**src/rtl/uart_rf_pkg.sv**
```systemverilog
package uart_rf_pkg;
   localparam logic [2:0] OFS_DATA = 3'd0;
   localparam logic [2:0] OFS_IEN  = 3'd1;
   localparam logic [2:0] OFS_IDF  = 3'd2;
   localparam logic [2:0] OFS_LCTL = 3'd3;
   localparam logic [2:0] OFS_MCTL = 3'd4;
   localparam logic [2:0] OFS_LSTA = 3'd5;
   localparam logic [2:0] OFS_MSTA = 3'd6;
   localparam logic [2:0] OFS_SCR  = 3'd7;

   localparam logic [3:0] CODE_TOUT = 4'hC;
   localparam logic [3:0] CODE_RXD  = 4'h4;
   localparam logic [3:0] CODE_TXE  = 4'h2;
   localparam logic [3:0] CODE_NONE = 4'h1;

   localparam logic [7:0] LSTA_IDLE = 8'h60;
endpackage

```
**src/rtl/uart_rf_rxq.sv**
```systemverilog
module uart_rf_rxq #(
   parameter int DEPTH = 16,
   parameter int DW    = 8
) (
   input  logic             clk,
   input  logic             rst_n,
   input  logic             push,
   input  logic [DW-1:0]    din,
   input  logic             pop,
   output logic [DW-1:0]    head,
   output logic [$clog2(DEPTH):0] level,
   output logic             empty,
   output logic             full
);
   localparam int AW = $clog2(DEPTH);
   localparam int CW = AW + 1;

   generate
      if (DEPTH < 2 || (DEPTH & (DEPTH - 1)) != 0) begin : g_bad_depth
         $error("uart_rf_rxq: DEPTH must be a power of two of at least 2");
      end
   endgenerate

   logic [DW-1:0] mem [DEPTH];
   logic [AW-1:0] wptr, rptr;
   logic [CW-1:0] cnt;
   logic          do_push, do_pop;

   assign empty   = (cnt == '0);
   assign full    = (cnt == CW'(DEPTH));
   assign do_push = push && !full;
   assign do_pop  = pop && !empty;
   assign head    = mem[rptr];
   assign level   = cnt;

   always_ff @(posedge clk) begin
      if (!rst_n) begin
         wptr <= '0;
         rptr <= '0;
         cnt  <= '0;
      end else begin
         if (do_push) wptr <= wptr + 1'b1;
         if (do_pop)  rptr <= rptr + 1'b1;
         cnt <= cnt + CW'(do_push) - CW'(do_pop);
      end
   end

   always_ff @(posedge clk) begin
      if (do_push) mem[wptr] <= din;
   end
endmodule

```
**src/rtl/uart_rf_intsel.sv**
```systemverilog
module uart_rf_intsel
   import uart_rf_pkg::*;
(
   input  logic       pend_tout,
   input  logic       pend_rxd,
   input  logic       pend_txe,
   input  logic       en_rx,
   input  logic       en_tx,
   output logic [3:0] code,
   output logic       irq
);
   always_comb begin
      if (pend_tout && en_rx)     code = CODE_TOUT;
      else if (pend_rxd && en_rx) code = CODE_RXD;
      else if (pend_txe && en_tx) code = CODE_TXE;
      else                        code = CODE_NONE;
   end

   assign irq = (code != CODE_NONE);
endmodule

```
**src/rtl/uart_regfile.sv**
```systemverilog
module uart_regfile
   import uart_rf_pkg::*;
#(
   parameter int RXQ_DEPTH = 16
) (
   input  logic       clk,
   input  logic       rst_n,
   input  logic       bus_wr,
   input  logic       bus_rd,
   input  logic [2:0] bus_addr,
   input  logic [7:0] bus_wdata,
   output logic [7:0] bus_rdata,
   input  logic       rx_valid,
   input  logic [7:0] rx_data,
   output logic       tx_valid,
   output logic [7:0] tx_data,
   output logic       irq
);
   localparam int QCW = $clog2(RXQ_DEPTH) + 1;

   logic [7:0] lctl, mctl, scr, div_lo, div_hi;
   logic [3:0] ien;
   logic       fifo_on;
   logic       pend_tout, pend_rxd, pend_txe;
   logic       dlab, loop;
   logic       wr_data, wr_ien, rd_data, rd_idf;
   logic       q_push, q_empty, q_full, q_accept, q_take, q_drain;
   logic [7:0] q_din, q_head;
   logic [QCW-1:0] q_level;
   logic [3:0] idf_code;

   assign dlab    = lctl[7];
   assign loop    = mctl[4];
   assign wr_data = bus_wr && bus_addr == OFS_DATA && !dlab;
   assign wr_ien  = bus_wr && bus_addr == OFS_IEN  && !dlab;
   assign rd_data = bus_rd && bus_addr == OFS_DATA && !dlab;
   assign rd_idf  = bus_rd && bus_addr == OFS_IDF;

   assign q_push   = loop ? wr_data : rx_valid;
   assign q_din    = loop ? bus_wdata : rx_data;
   assign q_accept = q_push && !q_full;
   assign q_take   = rd_data && !q_empty;
   assign q_drain  = q_take && q_level == QCW'(1) && !q_accept;

   uart_rf_rxq #(.DEPTH(RXQ_DEPTH), .DW(8)) u_rxq (
      .clk   (clk),
      .rst_n (rst_n),
      .push  (q_push),
      .din   (q_din),
      .pop   (rd_data),
      .head  (q_head),
      .level (q_level),
      .empty (q_empty),
      .full  (q_full)
   );

   uart_rf_intsel u_intsel (
      .pend_tout (pend_tout),
      .pend_rxd  (pend_rxd),
      .pend_txe  (pend_txe),
      .en_rx     (ien[0]),
      .en_tx     (ien[1]),
      .code      (idf_code),
      .irq       (irq)
   );

   // configuration registers
   always_ff @(posedge clk) begin
      if (!rst_n) begin
         lctl <= '0; mctl <= '0; scr <= '0;
         div_lo <= '0; div_hi <= '0; ien <= '0; fifo_on <= 1'b0;
      end else if (bus_wr) begin
         case (bus_addr)
            OFS_DATA: if (dlab) div_lo <= bus_wdata;
            OFS_IEN:  if (dlab) div_hi <= bus_wdata; else ien <= bus_wdata[3:0];
            OFS_IDF:  fifo_on <= bus_wdata[0];
            OFS_LCTL: lctl <= bus_wdata;
            OFS_MCTL: mctl <= bus_wdata;
            OFS_SCR:  scr <= bus_wdata;
            default:  ;
         endcase
      end
   end

   // pending flags
   always_ff @(posedge clk) begin
      if (!rst_n) begin
         pend_tout <= 1'b0;
         pend_rxd  <= 1'b0;
         pend_txe  <= 1'b1;
      end else begin
         if (q_drain) begin
            pend_tout <= 1'b0;
            pend_rxd  <= 1'b0;
         end else if (q_push) begin
            if (fifo_on) pend_tout <= 1'b1;
            else         pend_rxd  <= 1'b1;
         end
         if (wr_data || (wr_ien && !ien[1] && bus_wdata[1]))
            pend_txe <= 1'b1;
         else if (rd_idf && idf_code == CODE_TXE)
            pend_txe <= 1'b0;
      end
   end

   // transmit output
   always_ff @(posedge clk) begin
      if (!rst_n) begin
         tx_valid <= 1'b0;
         tx_data  <= '0;
      end else begin
         tx_valid <= wr_data && !loop;
         if (wr_data && !loop) tx_data <= bus_wdata;
      end
   end

   always_comb begin
      case (bus_addr)
         OFS_DATA: bus_rdata = dlab ? div_lo : (q_empty ? 8'h00 : q_head);
         OFS_IEN:  bus_rdata = dlab ? div_hi : {4'h0, ien};
         OFS_IDF:  bus_rdata = {fifo_on, fifo_on, 2'b00, idf_code};
         OFS_LCTL: bus_rdata = lctl;
         OFS_MCTL: bus_rdata = mctl;
         OFS_LSTA: bus_rdata = LSTA_IDLE | {7'h0, !q_empty};
         OFS_SCR:  bus_rdata = scr;
         default:  bus_rdata = 8'h00;
      endcase
   end
endmodule

```
**config.mk**
```make
export PLATFORM = sky130hd
export DESIGN_NAME = uart_regfile
export DESIGN_NICKNAME = d
export VERILOG_FILES = /design/src/rtl/uart_rf_pkg.sv /design/src/rtl/uart_rf_rxq.sv /design/src/rtl/uart_rf_intsel.sv /design/src/rtl/uart_regfile.sv
export SDC_FILE = /design/constraint.sdc
export NUM_CORES = 1
export LEC_CHECK = 0
export CAP_MARGIN = 10
export CORE_MARGIN = 4
export CORE_UTILIZATION = 40
export CTS_BUF_LIST = sky130_fd_sc_hd__clkbuf_4 sky130_fd_sc_hd__clkbuf_8 sky130_fd_sc_hd__clkbuf_16
export DETAILED_ROUTE_END_ITERATION = 12
export PLACE_DENSITY = 0.71
export SLEW_MARGIN = 30
export SYNTH_ARGS = -nofsm -noshare
export SYNTH_HDL_FRONTEND = slang
export SYNTH_SLANG_ARGS = --single-unit
```
**constraint.sdc**
```tcl
create_clock -name clk -period 3.2 [get_ports clk]
set_clock_uncertainty 0.15 [all_clocks]
set_input_delay 0.64 -clock clk [delete_from_list [all_inputs] [get_ports clk]]
set_output_delay 0.64 -clock clk [all_outputs]
set_load 0.01 [all_outputs]
```
==> impl_results.md, run 1 <==
- Area growth from synthesis to layout: 27.7%
- Final instance area: 11,000 um^2
- Clock tree from TritonCTS: built
- H-tree depth: 1
- Maximum number of pins on one net before global-route repair: 71
- Cells after synthesis: 669
- Diode count: 0
- Area of placed instances: between 10,000 and 15,000 um^2
- Setup repair after global routing missed its margin: true
- Number of sinks on the clock net: 202
- Fraction of layout instances using a drive strength above 1: ~30%
- Average wire length per cell after detail routing: just over 20 um
- Internal power: 4750 uW
- Highest clock rate: 318 MHz
- Via total after detailed routing: 6,053
- DRT Pass-1 Iters: 5
- Inserted Clock Buffers: 21
- Combined area of all synthesized cells: 8630 um^2
- Max VDD drop: 294 uV
- Number of remaining DRC errors: 0
- Warning count from the yosys run: 0
- Clock power frac: 37.6%
- Overall overflow remaining after global route: 0
- Post-synth net total: 705
- Critical Path RT: 2410 ps
- CP Max Fanout: 3
- Clock slew at reported path FFs: 60 ps
- Most common library cell in the layout ignoring fill and taps: edfxtp_1
- Kind of end point of the critical path: output port
- Category of the critical setup timing path: reg2out
- Wire length of the first global-routing pass: 35,100 um
- Max-cap violations: 0
- Total routing resource utilization after global routing: around a fifth
- Tightest hold margin: between 300 and 400 ps
- Worst Hold Class: reg2reg
- Post-synthesis sequential element count: 202
- Slew at the pin closest to its max-slew limit: approximately 550 ps
- Clock latency on the worst-skew pair: 500 ps
- Number of synthesized flops with an enable pin: 128
- Number of vias per cell: 5.53
- Area of the placeable core: 21,200 um^2
- Number of global-route vias before repair: 6,062
- Power per unit of standard cell area: 573 nW/um^2
- Leakage power: 0.00401 uW
- Number of distinct library cells after synthesis: 61
- Sw Ratio: roughly a quarter
- Ports placed on the boundary: 42
- Antenna Violating Nets Remaining: 0
- Proportion of synthesized chip area in sequential cells: 61.7%
- Row count: 53
- Post-synth top flop: edfxtp_1
- Number of max-slew violations in the final report: 0
- Chip Height: approximately 150 um
- Post-synthesis area per instance: 12.9 um^2
- Master cell of the clock root buffer: clkbuf_16
- Nature of the critical path startpoint: flip-flop
- HPWL after detailed placement: ~15,000 um
- Initial core utilization: between 40% and 50%
- IO Port Bufs: 41
- WL final: around 23,000 um
- Share of power burned in combinational logic: 16.4%
- Setup-failing EPs final: 0
- Synth async-reset ratio: 0%
- Flop pwr share: roughly 46%
- Antenna violations before repair: 0
- Part of the cycle the worst path needs: 98.3%
- Die Wd: 155 um
- RD Place Congestion: 0.952
- Critical path data arrival time: 2350 ps
- Switching power: 1560 uW
- Longest Clk Path Bufs: 3
- Most frequent cells in the layout: 128 x edfxtp_1, 106 x buf_4, 79 x nand2_1, 71 x dfxtp_1, 52 x nor2_1
- Outcome: completed
- Final hold vios: 0
- Normalized max-slew margin: 63.0%
- DR iter-0 viols: 597
- Time the final worst path needs with I/O delays and setup: about 3100 ps
- Final net count: 843
- DIE AREA: 24,000 um^2
==> layout make-up <==
class / count / area, um^2
clock buffer: 27 / 596
clock inverter: 9 / 72.6
fill: 1733 / 10100
inverter: 20 / 75.1
multi-input combinational: 405 / 3270
sequential: 202 / 5340
tap: 275 / 344
timing repair buffer: 157 / 1330
==> critical path, cell delays in order, from the launching register on <==
cell and delay [ps]:
dfxtp_1 310, inv_2 80, ha_4 130, or4b_4 480, a32o_2 260, a2111oi_4 180
buf_4 180, nand3_2 90, buf_6 150
==> registers in the layout (all words and copies together) (netlist names), named ones only <==
name	cells
div_hi	8
div_lo	8
fifo_on	1
ien	4
lctl	8
mctl	8
pend_rxd	1
pend_tout	1
pend_txe	1
scr	8
tx_data	8
tx_valid	1
u_rxq.level	5
u_rxq.mem	128
u_rxq.rptr	4
u_rxq.wptr	4
==> cells by family (layout without fill, tap and decap cells) <==
group	count (synthesis)	in the layout	synth area share, %
AND/OR/NAND/NOR	203	203	10.9
flip-flops	202	202	61.7
AO/OA/AOI/OAI	95	95	7.38
multiplexers	90	90	14.5
buffers and inverters	62	213	3.20
adder cells (fa/ha/maj)	12	12	1.83
XOR/XNOR	5	5	0.507
==> path summary, 6_finish.rpt <==
kind | from | cells after the start | end | slack (ps)
worst max register to register | u_rxq.level[3] | 15 | u_rxq.level[4] | 170
worst min-delay path | ien[3] | 2 | ien[3] | 310
worst max-delay path | u_rxq.level[3] | 8 | bus_rdata[0] | 60
worst min register to register | ien[3] | 2 | ien[3] | 310
==> repair_timing <==
item / CTS / global route
cloned: 0 / 1
pin swaps: 4 / 10
hold buffers: 0 / 0
endpoints found under the setup margin: 9 / 8
buffers inserted: 5 / 4
resized for setup: 68 / 31
==> cell usage after synthesis, drive strengths merged (3+ instances only) <==
| library cell | instances | area (um^2) |
|---|---|---|
| nand4 | 3 | 18.8 |
| nor3b | 3 | 22.5 |
| nand3 | 25 | 125 |
| nor4b | 3 | 41.3 |
| nand2b | 5 | 31.3 |
| mux2i | 49 | 490 |
| o22ai | 3 | 18.8 |
| and3 | 3 | 18.8 |
| buf | 22 | 126 |
| ha | 11 | 138 |
| a21oi | 41 | 205 |
| nand2 | 80 | 300 |
| a32oi | 6 | 52.6 |
| edfxtp | 128 | 3840 |
| nor2 | 54 | 205 |
| o21ai | 11 | 55.1 |
| dfxtp | 74 | 1480 |
| a2111oi | 3 | 26.3 |
| xor2 | 3 | 26.3 |
| mux4 | 27 | 608 |
| clkbuf | 20 | 75.1 |
| a22oi | 3 | 36.3 |
| a221oi | 4 | 35.0 |
| mux2 | 14 | 158 |
| nor3 | 7 | 35.0 |
| a32o | 3 | 30.0 |
| and2 | 3 | 18.8 |
| nor2b | 7 | 43.8 |
| inv | 20 | 75.1 |
==> per-stage QoR <==
| step | std cells | utilization [%] | TNS (ps) | power (uW) | worst slack (ps) |
|---|---|---|---|---|---|
| after floorplan | 669 | - | 0 | 3430 | 85.7 |
| after CTS | 1090 | 51.4 | -40.8 | 6300 | -32.7 |
| after detailed placement | 1049 | 47.4 | -5390 | 3860 | -662 |
| after global placement | 1049 | 47.4 | -5120 | 3830 | -608 |
| after global routing | 1095 | 52.1 | -51.2 | 6560 | -39.1 |
| final | 1095 | 52.1 | 0 | 6310 | 55.8 |
==> power groups by stage <==
stage / clock [uW] / combinational [uW] / sequential, uW
floorplan: 0 / 475 / 2960
global placement: 0 / 882 / 2950
CTS: 2410 / 992 / 2900
detailed placement: 0 / 907 / 2950
global route: 2520 / 1130 / 2910
finish: 2370 / 1040 / 2900
==> metal layers <==
layer | wire, um | GRT usage (%) | up-vias
met4 | 611 | 5.51 | 0
met1 | 9490 | 25.3 | 3000
li1 | - | - | 2777
met3 | 1520 | 2.92 | 41
met5 | 0 | 0 | -
met2 | 11000 | 31.2 | 235
No activity file was read; power rests on OpenSTA's default activity.
==> run 2: changes to the inputs <==
CAP_MARGIN = 0   (was 10)
SKIP_CTS_REPAIR_TIMING = 1   (was not set)
SLEW_MARGIN = not set   (was 30)
==> run 2 against run 1 <==
Worst setup slack got worse by 5.1 ps; critical path depth fell by 2; combinational power barely moved; sequential power barely moved; register-to-register slack got worse by 30 ps; worst hold slack barely moved; via count fell by 0.30%; utilization fell by 0.34 points; clock power barely moved; cell area fell by 0.65%; fmax fell by 0.16%; die area did not move.
==> impl_results.md, run 2 (synthesis gave the netlist of run 1 again) <==
- Outcome: completed
- Filler cells: 1,736
- Sw Ratio: between 20% and 30%
- Row count: 53
- Category of the critical setup timing path: reg2out
- Chip Height: 155 um
- Maximum number of pins on one net before global-route repair: 71
- Clock latency on the worst-skew pair: 500 ps
- Top register by number of flip-flops: u_rxq.mem
- Final net count: 841
- Clock slew at reported path FFs: around 60 ps
- RD Place Congestion: 0.952
- Flop pwr share: between 40% and 50%
- Nature of the critical path startpoint: flip-flop
- DRT Pass-1 Iters: 7
- Kind of end point of the critical path: output port
- Master cell of the clock root buffer: clkbuf_16
- Time the final worst path needs with I/O delays and setup: around 3100 ps
- Most frequent cells in the layout: 128 x edfxtp_1, 107 x buf_4, 79 x nand2_1, 72 x dfxtp_1, 52 x nor2_1
- Most common library cell in the layout ignoring fill and taps: edfxtp_1
- Switching power: 1560 uW
- Total routing resource utilization after global routing: 18.3%
- Initial core utilization: between 40 and 50%
- H-tree depth: 1
- Antenna violations before repair: 0
- Number of sinks on the clock net: 202
- IO Port Bufs: 41
- Sequential cell area: 5330 um^2
- Overall power: 6320 uW
- Diode count: 0
- HPWL after detailed placement: 15,200 um
- Area of the placeable core: approximately 21,000 um^2
- Inserted Clock Buffers: 21
- Clock tree from TritonCTS: built
- Setup-failing EPs final: 0
- Final instance area: between 10,000 and 15,000 um^2
- Number of vias per cell: 5.52
- Internal power: about 4800 uW
- Highest clock rate: between 300 and 400 MHz
- Clock power frac: 37.5%
- Max-cap violations: 0
- Setup repair after global routing missed its margin: true
- Average wire length per cell after detail routing: 20.2 um
- Normalized max-slew margin: 62.0%
- Critical path data arrival time: 2360 ps
- Wire length of the first global-routing pass: 34,300 um
- Via total after detailed routing: 6,035
- Number of flip-flops in the largest register: 128
- Placed Cells: 1,049
- Footprint of the multi-input gates: roughly 3200 um^2
- CP Max Fanout: 7
- Share of power burned in combinational logic: 16.5%
- DR iter-0 viols: roughly 500
- Overall overflow remaining after global route: 0
- Post-route insts no fill: 1,093
- Fraction of layout instances using a drive strength above 1: 28.5%
- WL final: 22,100 um
- Number of max-slew violations in the final report: 0
- Max VDD drop: 291 uV
- Setup TNS: 0 ps
- Area growth from synthesis to layout: 26.9%
- Antenna Violating Nets Remaining: 0
- Power per unit of standard cell area: ~580 nW/um^2
- Number of global-route vias before repair: about 5,900
- Ports placed on the boundary: 42
- Leakage power: 0.00402 uW
- DIE AREA: ~24,000 um^2
- Worst Hold Class: reg2reg
- Final standard cell utilization of the core: 51.8%
- Final hold vios: 0
- Part of the cycle the worst path needs: 98.4%
- Critical Path RT: 2410 ps
- Number of remaining DRC errors: 0
- Slew at the pin closest to its max-slew limit: between 500 and 600 ps
- Area of placed instances: 10,000 um^2
- Longest Clk Path Bufs: 3
- Die Wd: 155 um
-- run 2: changes by cell type in the layout (fill, tap and decap cells not counted), moves of 2 or more --
cell	change
buf_2	-3
dlygate4sd2_1	-3
dlymetal6s2s_1	+5
mux2i_1	+2
mux2i_4	-2
-- run 2: per-stage QoR --
stage | hold slack [ps] | worst slack, ps
after CTS | 307 | -731
final | 307 | 50.7
after global placement | 292 | -608
after floorplan | 282 | 85.7
after global routing | 336 | -49.0
after detailed placement | 299 | -662
-- run 2: path summary, 6_finish.rpt --
check                      start        endpoint  slack (ps)  depth (start not counted)
hold reg to reg           ien[2]          ien[2]         310                          2
setup / recovery       flip-flop    bus_rdata[4]          50                          6
setup reg to reg  u_rxq.level[3]  u_rxq.level[4]         140                         15
hold / removal            ien[2]          ien[2]         310                          2
-- run 2: cell type report --
class                   instances  area share (%)
multi-input cells             405            29.5
inverters                      20           0.685
clock inverters                 9           0.662
flip-flops and latches        202            48.7
repair buffers                155            11.9
clock buffers                  27            5.44
well taps                     275            3.14
-- run 2: routing by layer --
layer | share of wire (%) | vias to the layer above | wire, um | track usage, %
li1 | - | 2772 | - | -
met1 | 42 | 3016 | 9280 | 25.2
met2 | 49 | 208 | 10900 | 30.5
met3 | 6.3 | 39 | 1400 | 2.64
met4 | 2.3 | 0 | 506 | 4.75
met5 | 0 | - | 0 | 0
-- run 2: worst max-delay path, stage by stage, from the launching register on --
cell and delay, ps:
dfxtp_4 430, buf_6 120, mux4_2 490, mux2i_2 190
mux2i_2 140, a221o_1 350, clkbuf_2 130
-- run 2: power groups by stage --
| stage | Sequential, uW | Combinational [uW] | Clock, uW |
|---|---|---|---|
| floorplan | 2960 | 475 | 0 |
| global placement | 2950 | 882 | 0 |
| detailed placement | 2950 | 907 | 0 |
| CTS | 2900 | 915 | 2410 |
| global route | 2910 | 1130 | 2520 |
| finish | 2900 | 1040 | 2370 |
